File: src/rtl/spu_pkg.sv
// Package spu_pkg: operation codes and FSM states shared by the stack pointer unit.
// Assumes every unit module is compiled after this package.
package spu_pkg;
    typedef enum logic [2:0] {
        OP_NOP  = 3'd0,
        OP_PUSH = 3'd1,
        OP_POP  = 3'd2,
        OP_CALL = 3'd3,
        OP_RET  = 3'd4,
        OP_ADJ  = 3'd5
    } spu_op_e;

    typedef enum logic {
        ST_IDLE = 1'b0,
        ST_MEM  = 1'b1
    } spu_state_e;

    // True for the codes the unit acts on.
    function automatic logic op_known(input logic [2:0] code);
        return (code >= 3'd1) && (code <= 3'd5);
    endfunction

    // True for operations that increment before storing.
    function automatic logic op_is_up(input spu_op_e op);
        return (op == OP_PUSH) || (op == OP_CALL);
    endfunction

    // True for operations that read and then decrement.
    function automatic logic op_is_down(input spu_op_e op);
        return (op == OP_POP) || (op == OP_RET);
    endfunction
endpackage

File: src/rtl/spu_mode_detect.sv
// spu_mode_detect: decides whether the pointer is a flat global address
// or a count/offset pair. It assumes the pointer upper half is a
// two's-complement value and that section 0 must always be local.
module spu_mode_detect #(
    parameter int HALF_W = 18,
    parameter int SEC_W  = 12
) (
    input  logic [SEC_W-1:0]    pc_sec,
    input  logic [2*HALF_W-1:0] ptr,
    output logic                is_global
);
    logic [HALF_W-1:0] upper;

    // Global only for a positive, non-zero upper half outside section 0.
    always_comb begin
        upper     = ptr[2*HALF_W-1:HALF_W];
        is_global = (pc_sec != '0) && !upper[HALF_W-1] && (upper != '0);
    end
endmodule

File: src/rtl/spu_ptr_arith.sv
// spu_ptr_arith: computes the next pointer, the stack address and the
// overflow condition for one operation. Local mode steps each half on its
// own; global mode steps the whole word. It assumes op is a known code.
module spu_ptr_arith
    import spu_pkg::*;
#(
    parameter int HALF_W = 18,
    parameter int SEC_W  = 12
) (
    input  spu_op_e                 op,
    input  logic                    is_global,
    input  logic [2*HALF_W-1:0]     ptr,
    input  logic [SEC_W-1:0]        pc_sec,
    input  logic [HALF_W-1:0]       adj,
    output logic [2*HALF_W-1:0]     next_ptr,
    output logic [SEC_W+HALF_W-1:0] addr,
    output logic                    ovf
);
    localparam int WORD_W = 2 * HALF_W;
    localparam int ADDR_W = SEC_W + HALF_W;

    logic [HALF_W-1:0] delta;
    logic [WORD_W-1:0] delta_wide;
    logic [WORD_W-1:0] global_next;
    logic [WORD_W-1:0] local_next;
    logic [WORD_W-1:0] addr_ptr;

    // Signed step: +1 going up, -1 going down, the amount for an adjust.
    always_comb begin
        if (op_is_up(op))
            delta = HALF_W'(1);
        else if (op_is_down(op))
            delta = '1;
        else if (op == OP_ADJ)
            delta = adj;
        else
            delta = '0;
        delta_wide = {{HALF_W{delta[HALF_W-1]}}, delta};
    end

    // One adder per half for local mode, wrapping within the half.
    for (genvar h = 0; h < 2; h++) begin : g_half
        always_comb begin
            local_next[h*HALF_W +: HALF_W] = ptr[h*HALF_W +: HALF_W] + delta;
        end
    end

    // Full-width step for global mode.
    always_comb begin
        global_next = ptr + delta_wide;
    end

    // Pick the step rule, the pointer to address and form the address.
    always_comb begin
        next_ptr = is_global ? global_next : local_next;
        addr_ptr = op_is_up(op) ? next_ptr : ptr;
        if (is_global)
            addr = addr_ptr[ADDR_W-1:0];
        else
            addr = {pc_sec, addr_ptr[HALF_W-1:0]};
    end

    // Local count runs out: reaches zero going up, or was zero going down.
    always_comb begin
        ovf = 1'b0;
        if (!is_global) begin
            if (op_is_up(op) && next_ptr[WORD_W-1:HALF_W] == '0)
                ovf = 1'b1;
            else if (op_is_down(op) && ptr[WORD_W-1:HALF_W] == '0)
                ovf = 1'b1;
        end
    end
endmodule

File: src/rtl/spu_link_word.sv
// spu_link_word: builds the return word stored by a call. The word number
// of the PC is incremented without carrying into the section, and the
// bits above the 30-bit address are cleared. No flags are included.
module spu_link_word #(
    parameter int HALF_W = 18,
    parameter int SEC_W  = 12
) (
    input  logic [SEC_W+HALF_W-1:0] pc,
    output logic [2*HALF_W-1:0]     link
);
    localparam int ADDR_W = SEC_W + HALF_W;
    localparam int PAD_W  = 2 * HALF_W - ADDR_W;

    logic [HALF_W-1:0] next_word;

    // Return address: next word in the same section, zero-padded.
    always_comb begin
        next_word = pc[HALF_W-1:0] + HALF_W'(1);
        link      = {{PAD_W{1'b0}}, pc[ADDR_W-1:HALF_W], next_word};
    end
endmodule

File: src/rtl/stack_ptr_unit.sv
// stack_ptr_unit: top of the dual-mode stack pointer unit. It accepts one
// operation at a time, makes at most one request/acknowledge memory
// access, and returns the updated pointer, overflow, popped word or
// restored PC with a one-cycle done pulse. It assumes mem_ack is raised
// only while mem_req is high.
module stack_ptr_unit
    import spu_pkg::*;
#(
    parameter int HALF_W = 18,
    parameter int SEC_W  = 12
) (
    input  logic                    clk,
    input  logic                    rst_n,
    input  logic                    op_valid,
    input  logic [2:0]              op_code,
    output logic                    op_ready,
    input  logic [2*HALF_W-1:0]     sp_in,
    input  logic [SEC_W+HALF_W-1:0] pc_in,
    input  logic [2*HALF_W-1:0]     data_in,
    input  logic [HALF_W-1:0]       adj_amount,
    output logic                    mem_req,
    output logic                    mem_we,
    output logic                    mem_global,
    output logic [SEC_W+HALF_W-1:0] mem_addr,
    output logic [2*HALF_W-1:0]     mem_wdata,
    input  logic                    mem_ack,
    input  logic [2*HALF_W-1:0]     mem_rdata,
    output logic                    done,
    output logic [2*HALF_W-1:0]     sp_out,
    output logic [SEC_W+HALF_W-1:0] pc_out,
    output logic [2*HALF_W-1:0]     rd_data,
    output logic                    ovf
);
    localparam int WORD_W = 2 * HALF_W;
    localparam int ADDR_W = SEC_W + HALF_W;

    spu_state_e        state;
    spu_op_e           op_now;
    spu_op_e           op_q;
    logic              accept;
    logic              is_global;
    logic [WORD_W-1:0] next_ptr;
    logic [ADDR_W-1:0] next_addr;
    logic              next_ovf;
    logic [WORD_W-1:0] link;
    logic [WORD_W-1:0] nsp_q;
    logic              ovf_q;
    logic [ADDR_W-1:0] addr_q;
    logic              glob_q;
    logic              we_q;
    logic [WORD_W-1:0] wdata_q;
    logic [SEC_W-1:0]  sec_q;

    // Decode the offered operation and the accept condition.
    always_comb begin
        op_now   = spu_op_e'(op_code);
        op_ready = (state == ST_IDLE);
        accept   = op_ready && op_valid && op_known(op_code);
    end

    spu_mode_detect #(.HALF_W(HALF_W), .SEC_W(SEC_W)) u_mode (
        .pc_sec   (pc_in[ADDR_W-1:HALF_W]),
        .ptr      (sp_in),
        .is_global(is_global)
    );

    spu_ptr_arith #(.HALF_W(HALF_W), .SEC_W(SEC_W)) u_arith (
        .op       (op_now),
        .is_global(is_global),
        .ptr      (sp_in),
        .pc_sec   (pc_in[ADDR_W-1:HALF_W]),
        .adj      (adj_amount),
        .next_ptr (next_ptr),
        .addr     (next_addr),
        .ovf      (next_ovf)
    );

    spu_link_word #(.HALF_W(HALF_W), .SEC_W(SEC_W)) u_link (
        .pc  (pc_in),
        .link(link)
    );

    // Sequencer: capture on accept, finish on acknowledge or at once for adjust.
    always_ff @(posedge clk) begin
        if (!rst_n) begin
            state   <= ST_IDLE;
            op_q    <= OP_NOP;
            nsp_q   <= '0;
            ovf_q   <= 1'b0;
            addr_q  <= '0;
            glob_q  <= 1'b0;
            we_q    <= 1'b0;
            wdata_q <= '0;
            sec_q   <= '0;
            done    <= 1'b0;
            sp_out  <= '0;
            pc_out  <= '0;
            rd_data <= '0;
            ovf     <= 1'b0;
        end else begin
            done <= 1'b0;
            if (accept) begin
                op_q   <= op_now;
                glob_q <= is_global;
                sec_q  <= pc_in[ADDR_W-1:HALF_W];
                if (op_now == OP_ADJ) begin
                    sp_out <= next_ptr;
                    ovf    <= 1'b0;
                    done   <= 1'b1;
                end else begin
                    state   <= ST_MEM;
                    nsp_q   <= next_ptr;
                    ovf_q   <= next_ovf;
                    addr_q  <= next_addr;
                    we_q    <= op_is_up(op_now);
                    wdata_q <= (op_now == OP_CALL) ? link : data_in;
                end
            end else if (state == ST_MEM && mem_ack) begin
                state  <= ST_IDLE;
                done   <= 1'b1;
                sp_out <= nsp_q;
                ovf    <= ovf_q;
                if (op_q == OP_POP)
                    rd_data <= mem_rdata;
                if (op_q == OP_RET)
                    pc_out <= mem_rdata[ADDR_W-1:0];
            end
        end
    end

    // Memory side is driven straight from the captured request.
    always_comb begin
        mem_req    = (state == ST_MEM);
        mem_we     = we_q;
        mem_global = glob_q;
        mem_addr   = addr_q;
        mem_wdata  = wdata_q;
    end

    // request and its payload hold until acknowledged.
    a_r10_req_hold: assert property (@(posedge clk) disable iff (!rst_n)
        mem_req && !mem_ack |=> mem_req && $stable(mem_addr) && $stable(mem_wdata) && $stable(mem_we));

    // an acknowledge ends the request and completes the operation.
    a_r10_done_after_ack: assert property (@(posedge clk) disable iff (!rst_n)
        mem_req && mem_ack |=> done && !mem_req);

    // section 0 never produces a global access.
    a_r1_sec0_local: assert property (@(posedge clk) disable iff (!rst_n)
        mem_req && (sec_q == '0) |-> !mem_global);

    // a call writes a word with the bits above the address cleared.
    a_r6_call_pad: assert property (@(posedge clk) disable iff (!rst_n)
        mem_req && (op_q == OP_CALL) |-> mem_we && (mem_wdata[WORD_W-1:ADDR_W] == '0));

    // a completed global operation never reports overflow.
    a_r8_global_no_ovf: assert property (@(posedge clk) disable iff (!rst_n)
        done && glob_q |-> !ovf);

    // pops and returns only read.
    a_r11_read_kind: assert property (@(posedge clk) disable iff (!rst_n)
        mem_req && (op_q == OP_POP || op_q == OP_RET) |-> !mem_we);
endmodule

File: config.mk
export PLATFORM = sky130hd
export DESIGN_NAME = stack_ptr_unit
export DESIGN_NICKNAME = d
export VERILOG_FILES = /design/src/rtl/spu_pkg.sv /design/src/rtl/spu_mode_detect.sv /design/src/rtl/spu_ptr_arith.sv /design/src/rtl/spu_link_word.sv /design/src/rtl/stack_ptr_unit.sv
export SDC_FILE = /design/constraint.sdc
export NUM_CORES = 1
export LEC_CHECK = 0
export CORE_MARGIN = 5
export CORE_UTILIZATION = 40
export DETAILED_ROUTE_END_ITERATION = 10
export DONT_BUFFER_PORTS = 1
export PLACE_DENSITY = 0.66
export SLEW_MARGIN = 10
export SYNTH_ARGS = -nofsm -noshare
export SYNTH_HDL_FRONTEND = slang
export SYNTH_SLANG_ARGS = --single-unit
File: constraint.sdc
create_clock -name clk -period 4.2 [get_ports clk]
set_clock_uncertainty 0.1 [all_clocks]
set_input_delay 0.63 -clock clk [delete_from_list [all_inputs] [get_ports clk]]
set_output_delay 0.63 -clock clk [all_outputs]
set_load 0.03 [all_outputs]
==> impl_metrics.json, run 1 <==
{
  "outcome": "finished clean",
  "mostFrequentLayoutCell": "nand2_1",
  "ys_ff_latch": 213,
  "cts_root_buf": "clkbuf_16",
  "avgViaCountPerCell": 5.77,
  "fp.dieH_um": 182,
  "max_cap_viol_count": 0,
  "synth_area_um2": 11900,
  "synth_area_per_cell_um2": 7.53,
  "end_kind": "flip-flop",
  "syn_to_final_growth_pct": 15.2,
  "clk_latency_ps": 500,
  "leakagePower_nw": 5.25,
  "clock_sinks": 213,
  "dp_cells": 1980,
  "gp_congestion": 0.969,
  "overflow": 0,
  "drive_gt1_frac": 0.117,
  "wl_mm": 42.5,
  "ys_seq_area_frac": 0.359,
  "via_count": 11700,
  "start_kind": "input pin",
  "grt_pass1_vias": 11000,
  "clockBufferDepth": 3,
  "async_flop_share": 0,
  "syn_inst": 1577,
  "worstPathArrival_ps": 4210,
  "cts_setup_buffers": 0,
  "dpl_cell_area_um2": 13000,
  "grt_max_degree": 137,
  "grt_usage": 0.241,
  "crit_start": "op_code[1]",
  "seq_area_um2": 4260,
  "fin_crit_sh": 0.931,
  "timing.rr.start": "mem_req$_SDFFE_PN0P_",
  "hold_path_depth": 1,
  "synth-warning-count": 0,
  "max_freq_mhz": 256,
  "relSlewSlack": 0.309,
  "cts_tree": "yes",
  "worstRegToRegCells": 11,
  "rsz0062_at_grt": "false",
  "final_cell_mix": "nand2_1 (359), dfxtp_1 (213), a21oi_1 (181)",
  "period_minus_slack_ps": 3910,
  "powerDensity_nw_per_um2": 423,
  "start_util": 0.403,
  "ys_types": 78,
  "tightest_slew_ps": 1040,
  "core_um2": 29500,
  "setup_viol": 0,
  "ir_drop_mv": 0.216,
  "cts-buffers-inserted": 23,
  "post_cts_resized": 0,
  "design_area_um2": 13700,
  "min_path_type": "in -> reg",
  "drt_pass1_iterations": 6,
  "ys.flop_type": "dfxtp_1",
  "hold_path_startpoint": "rst_n",
  "synth_edf_count": 0,
  "antenna_cells": 0,
  "drt_drc_violations_left": 0,
  "ant_nets": 0,
  "routedWlPerCell_um": 21.1,
  "r2r_setup_slack_ps": 1210,
  "die_x_um": 182,
  "crit_end": "mem_addr[28]$_SDFFE_PN0P_",
  "dieArea_um2": 33200,
  "syn_nets": 1792,
  "cts_hold_buf": 0,
  "antenna_found_initial": 0,
  "hpwlAfterDp_mm": 33.1,
  "drt_iter0_drc": 1003,
  "row_count": 63,
  "portBuffers": 0,
  "htreeDepth": 1,
  "worstSetupPathType": "in -> reg",
  "fill_cells": 2930,
  "timing.rr.end": "mem_addr[21]$_SDFFE_PN0P_",
  "setup_tns_ps": 0,
  "path_max_fanout": 13,
  "finalMaxSlewViolations": 0,
  "cp_data_required_time_ps": 4500,
  "multi_input_area_um2": 7190,
  "path_clk_slew_ps": 60,
  "boundaryPins": 337,
  "final_cells": 2019,
  "nets": 1830,
  "grt_pass1_wl_mm": 64.9,
  "hold_violations": 0
}
-- per-layer routing --
metal	vias to the layer above	track usage	wire [um]
met5	-	0	0
met4	0	0.0477	672
met3	45	0.0724	4440
met2	466	0.398	20000
met1	5500	0.316	17500
li1	5642	-	-
-- state kept, by name (all words and copies together) (netlist names), 3 cells and up --
name       flops
rd_data       36
nsp_q         36
mem_wdata     36
pc_out        30
op_q           3
sp_out        36
mem_addr      30
-- worst min-delay path by stage --
stage | endpoint | slack [ps]
after floorplan | nsp_q[0]$_SDFFE_PN0P_ | 340
after global placement | nsp_q[16]$_SDFFE_PN0P_ | 340
after detailed placement | nsp_q[24]$_SDFFE_PN0P_ | 350
after CTS | rd_data[29]$_SDFFE_PN0P_ | 140
after global routing | sp_out[31]$_SDFFE_PN0P_ | 130
final | sp_out[31]$_SDFFE_PN0P_ | 160
-- cell families after synthesis --
family | Yosys count | share of synthesized area
muxes | 9 | 0.00769
AOI/OAI and AO/OA | 450 | 0.252
and+or+nand+nor | 659 | 0.234
buffers and inverters | 126 | 0.0412
adders and majority gates | 56 | 0.0595
DFF | 213 | 0.359
xor gates and xnor gates | 64 | 0.0472
-- critical path, cell delays in order --
cell and delay, ps:
and2b_1 180, and2_1 390, buf_4 210, a21o_1 150, ha_1 260, a21oi_1 270, o211ai_1 120, a21oi_1 220
o211ai_2 210, a211oi_4 330, buf_4 170, o32ai_1 80, nor3_1 430, o21ai_0 230, a311oi_1 330
-- cell type report --
type,count,share of cell area
inverters,18,0.00530
well taps,390,0.0356
clock inverters,7,0.00375
multi-input cells,1238,0.525
repair buffers,121,0.0691
flip-flops and latches,213,0.312
clock buffers,32,0.0496
-- Yosys cell counts (4+ instances only) --
master,n,area (um2)
or3_1,4,25.0
o21a_1,12,90.1
nor2b_1,6,37.5
mux2i_1,8,80.1
a21oi_1,183,916
buf_1,10,37.5
nand4_1,14,87.6
o21ai_0,34,170
nor2_1,177,664
and3_1,7,43.8
nor4_1,8,50.1
o211ai_1,18,135
nand3b_1,4,30.0
dfxtp_1,213,4260
xnor2_1,33,289
a21oi_2,4,35.0
nor3_1,23,115
nand3_1,26,130
xor2_1,31,272
clkbuf_1,95,357
inv_1,17,63.8
a311oi_1,49,429
nand2_1,360,1350
o21ai_1,4,20.0
a31oi_1,7,43.8
and2_1,4,25.0
nand2b_1,10,62.6
ha_1,50,626
o21bai_1,5,37.5
a211oi_1,51,383
a21o_1,39,293
-- power by group --
part	switching [W]	internal, W
Clock	0.000829	0.00113
Combinational	0.000859	0.000599
Sequential	0.000242	0.00214
-- through the flow --
step	setup WS [ps]	utilization	hold WS [ps]	power (W)
5_1_grt	14.4	0.464	134	0.00607
3_5_place_dp	-113	0.440	348	0.00386
3_3_place_gp	-80.3	0.440	342	0.00384
4_1_cts	411	0.464	139	0.00583
2_1_floorplan	1.85	-	337	0.00330
6_report	292	0.464	157	0.00580
Power figures use the tool's default switching activity.
==> inputs of run 2 (changes only) <==
--- a/config.mk
+++ b/config.mk
@@ -9,7 +9,8 @@
 export CORE_UTILIZATION = 40
 export DETAILED_ROUTE_END_ITERATION = 10
 export DONT_BUFFER_PORTS = 1
-export PLACE_DENSITY = 0.66
+export PLACE_DENSITY = 0.64
+export REMOVE_ABC_BUFFERS = 1
 export SLEW_MARGIN = 10
 export SYNTH_ARGS = -nofsm -noshare
 export SYNTH_HDL_FRONTEND = slang
==> constraint.sdc (replaced) <==
create_clock -name clk -period 4.56 [get_ports clk]
set_clock_uncertainty 0.1 [all_clocks]
set_input_delay 0.684 -clock clk [delete_from_list [all_inputs] [get_ports clk]]
set_output_delay 0.684 -clock clk [all_outputs]
set_load 0.03 [all_outputs]
==> impl_metrics.json, run 2 (synthesis results as in run 1) <==
{
  "timing.rr.start": "mem_req$_SDFFE_PN0P_",
  "mostFrequentLayoutCell": "nand2_1",
  "grt_pass1_wl_mm": 62.1,
  "start_kind": "input pin",
  "overflow": 0,
  "rsz0062_at_grt": "false",
  "dieArea_um2": 33200,
  "worstRegToRegCells": 11,
  "comb_power_share": 0.209,
  "crit_start": "op_code[1]",
  "cp_data_required_time_ps": 4940,
  "htreeDepth": 1,
  "fp.dieH_um": 182,
  "finish.utilization": 0.450,
  "cts_hold_buf": 0,
  "boundaryPins": 337,
  "fill_cells": 2991,
  "end_kind": "flip-flop",
  "cts-buffers-inserted": 25,
  "max_cap_viol_count": 0,
  "start_util": 0.403,
  "path_clk_slew_ps": 60,
  "portBuffers": 0,
  "swShare": 0.321,
  "antenna_found_initial": 1,
  "cts_tree": "yes",
  "r2r_setup_slack_ps": 1480,
  "die_x_um": 182,
  "outcome": "finished clean",
  "powerDensity_nw_per_um2": 410,
  "avgViaCountPerCell": 5.84,
  "drt_pass1_iterations": 5,
  "finalMaxSlewViolations": 0,
  "worstPathArrival_ps": 4540,
  "p_switching_w": 0.00174,
  "clockBufferDepth": 3,
  "crit_end": "ovf_q$_SDFFE_PN0P_",
  "gp_congestion": 1.01,
  "nets": 1757,
  "syn_to_final_growth_pct": 11.6,
  "tightest_slew_ps": 1150,
  "ant_nets": 0,
  "relSlewSlack": 0.231,
  "grt_max_degree": 137,
  "max_freq_mhz": 240,
  "path_max_fanout": 13,
  "ir_drop_mv": 0.265,
  "multi_input_area_um2": 7180,
  "routedWlPerCell_um": 20.7,
  "fin_crit_sh": 0.914,
  "core_um2": 29500,
  "cts_root_buf": "clkbuf_16",
  "cts_setup_buffers": 0,
  "post_cts_resized": 0,
  "hpwlAfterDp_mm": 30.0,
  "final_cells": 1952,
  "wl_mm": 40.4,
  "min_path_type": "in -> reg",
  "clk_latency_ps": 540,
  "worstSetupPathType": "in -> reg",
  "setup_viol": 0,
  "row_count": 63,
  "drt_iter0_drc": 746,
  "place_ws_ps": -54.2,
  "grt_pass1_vias": 10800,
  "seq_area_um2": 4260,
  "drt_drc_violations_left": 0,
  "leakagePower_nw": 4.94,
  "p_seq_frac": 0.403,
  "drive_gt1_frac": 0.0737,
  "p_int_w": 0.00369,
  "p_clk_frac": 0.388,
  "timing.rr.end": "ovf_q$_SDFFE_PN0P_",
  "period_minus_slack_ps": 4170,
  "hold_violations": 0,
  "grt_usage": 0.229,
  "final_cell_mix": "nand2_1 (359), dfxtp_1 (213), a21oi_1 (183)",
  "dp_cells": 1905,
  "setup_ws_ps": 391,
  "via_count": 11400,
  "whs_ps": 164,
  "clock_sinks": 213
}
==> run 2: cell count changes in the layout (fill, tap and decap cells not counted), moves of 2 or more <==
cell / before / now
diode_2: 0 / 2
inv_6: 3 / 1
clkbuf_1: 2 / 5
buf_4: 118 / 44
nor2b_4: 0 / 2
a21oi_2: 6 / 4
a21oi_1: 181 / 183
nor2b_2: 3 / 1
clkbuf_16: 23 / 25
bufinv_16: 0 / 3
==> run 2: worst min path at each step <==
stage	from	to	cells past startpoint
global route	mem_rdata[14]	rd_data[14]$_SDFFE_PN0P_	2
finish	rst_n	sp_out[31]$_SDFFE_PN0P_	1
global placement	nsp_q[18]$_SDFFE_PN0P_	nsp_q[18]$_SDFFE_PN0P_	2
CTS	rst_n	sp_out[31]$_SDFFE_PN0P_	1
floorplan	nsp_q[0]$_SDFFE_PN0P_	nsp_q[0]$_SDFFE_PN0P_	2
detailed placement	nsp_q[9]$_SDFFE_PN0P_	nsp_q[9]$_SDFFE_PN0P_	2
==> run 2: power groups by stage <==
stage	clock [W]	combinational [W]	sequential, W
floorplan	0	0.000832	0.00220
global placement	0	0.00112	0.00223
detailed placement	0	0.00112	0.00223
CTS	0.00216	0.00113	0.00219
global route	0.00224	0.00127	0.00220
finish	0.00211	0.00114	0.00219
==> run 2: layout make-up <==
cell class,instances,share of cell area
tap,390,0.0368
multi-input combinational,1238,0.542
clock buffer,36,0.0548
timing repair buffer,46,0.0279
sequential,213,0.322
inverter,18,0.00547
antenna,2,0.000378
clock inverter,9,0.0109
==> run 2: metal layers <==
| layer | global-route usage | vias to the layer above | wire [um] |
|---|---|---|---|
| li1 | - | 5488 | - |
| met1 | 0.281 | 5334 | 16000 |
| met2 | 0.377 | 466 | 18600 |
| met3 | 0.0728 | 109 | 4190 |
| met4 | 0.0856 | 0 | 1600 |
| met5 | 0 | - | 0 |
==> run 2: critical path, cell delays in order <==
cell and delay (ps):
and2b_1 190, and2_1 430, buf_4 250, a21o_1 160, ha_1 290, a21oi_1 260, o211ai_1 140, a21oi_1 220
o211ai_2 230, a21oi_1 230, xor2_1 240, mux2i_1 130, or3b_1 390, nor4b_2 400, nand4b_1 140, o21ai_1 140
==> run 2: per-stage QoR <==
| step | power [W] | instance area [um2] | TNS [ps] |
|---|---|---|---|
| floorplan | 0.00303 | 11500 | -172510 |
| global placement | 0.00334 | 12400 | 0 |
| detailed placement | 0.00335 | 12400 | -54.2 |
| CTS | 0.00548 | 13300 | 0 |
| global route | 0.00570 | 13300 | 0 |
| finish | 0.00543 | 13300 | 0 |
==> inputs of run 3 (changes only) <==
==> constraint.sdc (replaced) <==
create_clock -name clk -period 4.56 [get_ports clk]
set_clock_uncertainty 0.1 [all_clocks]
set_input_delay 0.912 -clock clk [delete_from_list [all_inputs] [get_ports clk]]
set_output_delay 0.912 -clock clk [all_outputs]
set_load 0.03 [all_outputs]
==> impl_metrics.json, run 3 (synthesis results as in run 1) <==
{
  "outcome": "finished clean",
  "max_freq_mhz": 232,
  "p_switching_w": 0.00172,
  "fin_crit_sh": 0.944,
  "r2r_setup_slack_ps": 1620,
  "drt_iter0_drc": 799,
  "clock_sinks": 213,
  "ant_nets": 0,
  "p_seq_frac": 0.406,
  "avgViaCountPerCell": 5.75,
  "finish.utilization": 0.456,
  "core_um2": 29500,
  "grt_usage": 0.226,
  "cts_hold_buf": 0,
  "path_max_fanout": 13,
  "hold_violations": 0,
  "fp.dieH_um": 182,
  "cp_data_required_time_ps": 4890,
  "row_count": 63,
  "nets": 1788,
  "hpwlAfterDp_mm": 29.8,
  "dp_cells": 1937,
  "final_cell_mix": "nand2_1 (359), dfxtp_1 (213), a21oi_1 (183)",
  "via_count": 11400,
  "powerDensity_nw_per_um2": 401,
  "start_kind": "input pin",
  "max_cap_viol_count": 0,
  "grt_pass1_vias": 10700,
  "setup_ws_ps": 258,
  "mostFrequentLayoutCell": "nand2_1",
  "gp_congestion": 0.927,
  "comb_power_share": 0.219,
  "cts_root_buf": "clkbuf_16",
  "clk_latency_ps": 530,
  "die_x_um": 182,
  "cts-buffers-inserted": 24,
  "setup_viol": 0,
  "worstSetupPathType": "in -> reg",
  "start_util": 0.403,
  "p_clk_frac": 0.375,
  "routedWlPerCell_um": 20.1,
  "path_clk_slew_ps": 60,
  "syn_to_final_growth_pct": 13.3,
  "drive_gt1_frac": 0.0930,
  "worstPathArrival_ps": 4630,
  "end_kind": "flip-flop",
  "drt_pass1_iterations": 5,
  "grt_max_degree": 137,
  "overflow": 0,
  "cts_setup_buffers": 0,
  "place_ws_ps": -142,
  "grt_pass1_wl_mm": 61.3,
  "dieArea_um2": 33200,
  "portBuffers": 0,
  "relSlewSlack": 0.197,
  "clockBufferDepth": 3,
  "drt_drc_violations_left": 0,
  "swShare": 0.318,
  "min_path_type": "reg -> reg",
  "final_cells": 1982,
  "wl_mm": 39.8,
  "post_cts_resized": 0,
  "ir_drop_mv": 0.272,
  "period_minus_slack_ps": 4300,
  "antenna_found_initial": 1,
  "finalMaxSlewViolations": 0,
  "p_int_w": 0.00367,
  "leakagePower_nw": 5.10,
  "rsz0062_at_grt": "false",
  "cts_tree": "yes",
  "htreeDepth": 1,
  "tightest_slew_ps": 1200,
  "boundaryPins": 337
}
-- run 3: worst paths after layout --
check	startpoint	endpoint	cells after the start
max reg2reg	mem_req$_SDFFE_PN0P_	mem_addr[21]$_SDFFE_PN0P_	9
min reg2reg	nsp_q[8]$_SDFFE_PN0P_	nsp_q[8]$_SDFFE_PN0P_	2
min	nsp_q[8]$_SDFFE_PN0P_	nsp_q[8]$_SDFFE_PN0P_	2
max	op_code[1]	sp_out[34]$_SDFFE_PN0P_	16
-- run 3: per-stage QoR --
step / setup TNS [ps] / hold slack, ps / total power [W] / area, um2
after floorplan: -189250 / 337 / 0.00303 / 11500
after global placement: -0.599 / 342 / 0.00338 / 12600
after detailed placement: -343 / 347 / 0.00339 / 12600
after CTS: 0 / 356 / 0.00544 / 13500
after global routing: 0 / 371 / 0.00566 / 13500
final: 0 / 356 / 0.00539 / 13500
-- run 3: worst max-delay path, stage by stage --
cell and delay [ps]:
and2b_1 190, and2_1 370, buf_4 240, a21o_1 150, ha_1 300, a21oi_1 290
o211ai_1 150, a21oi_1 180, o211ai_2 200, a211oi_4 400, o21ai_1 190, a221oi_2 300
xor2_1 100, mux2i_1 320, nor2_1 70, o41ai_1 260
-- run 3: power by group through the flow --
stage	Clock (W)	Combinational (W)	Sequential (W)
floorplan	0	0.000832	0.00220
global placement	0	0.00115	0.00223
detailed placement	0	0.00117	0.00223
CTS	0.00208	0.00117	0.00219
global route	0.00215	0.00131	0.00220
finish	0.00202	0.00118	0.00219
-- run 3: cell type report --
cell class,count,area (um2)
clock inverters,8,108
diodes,1,2.50
repair buffers,78,598
well taps,390,488
flip-flops and latches,213,4260
inverters,18,72.6
fillers,2945,16000
multi-input cells,1238,7180
clock buffers,36,736
-- run 3: metal layers --
metal	share of wire	track usage	wire [um]	vias to the layer above
li1	-	-	-	5552
met1	0.40	0.276	15800	5391
met2	0.48	0.384	19000	402
met3	0.11	0.0759	4210	54
met4	0.019	0.0531	773	0
met5	0	0	0	-
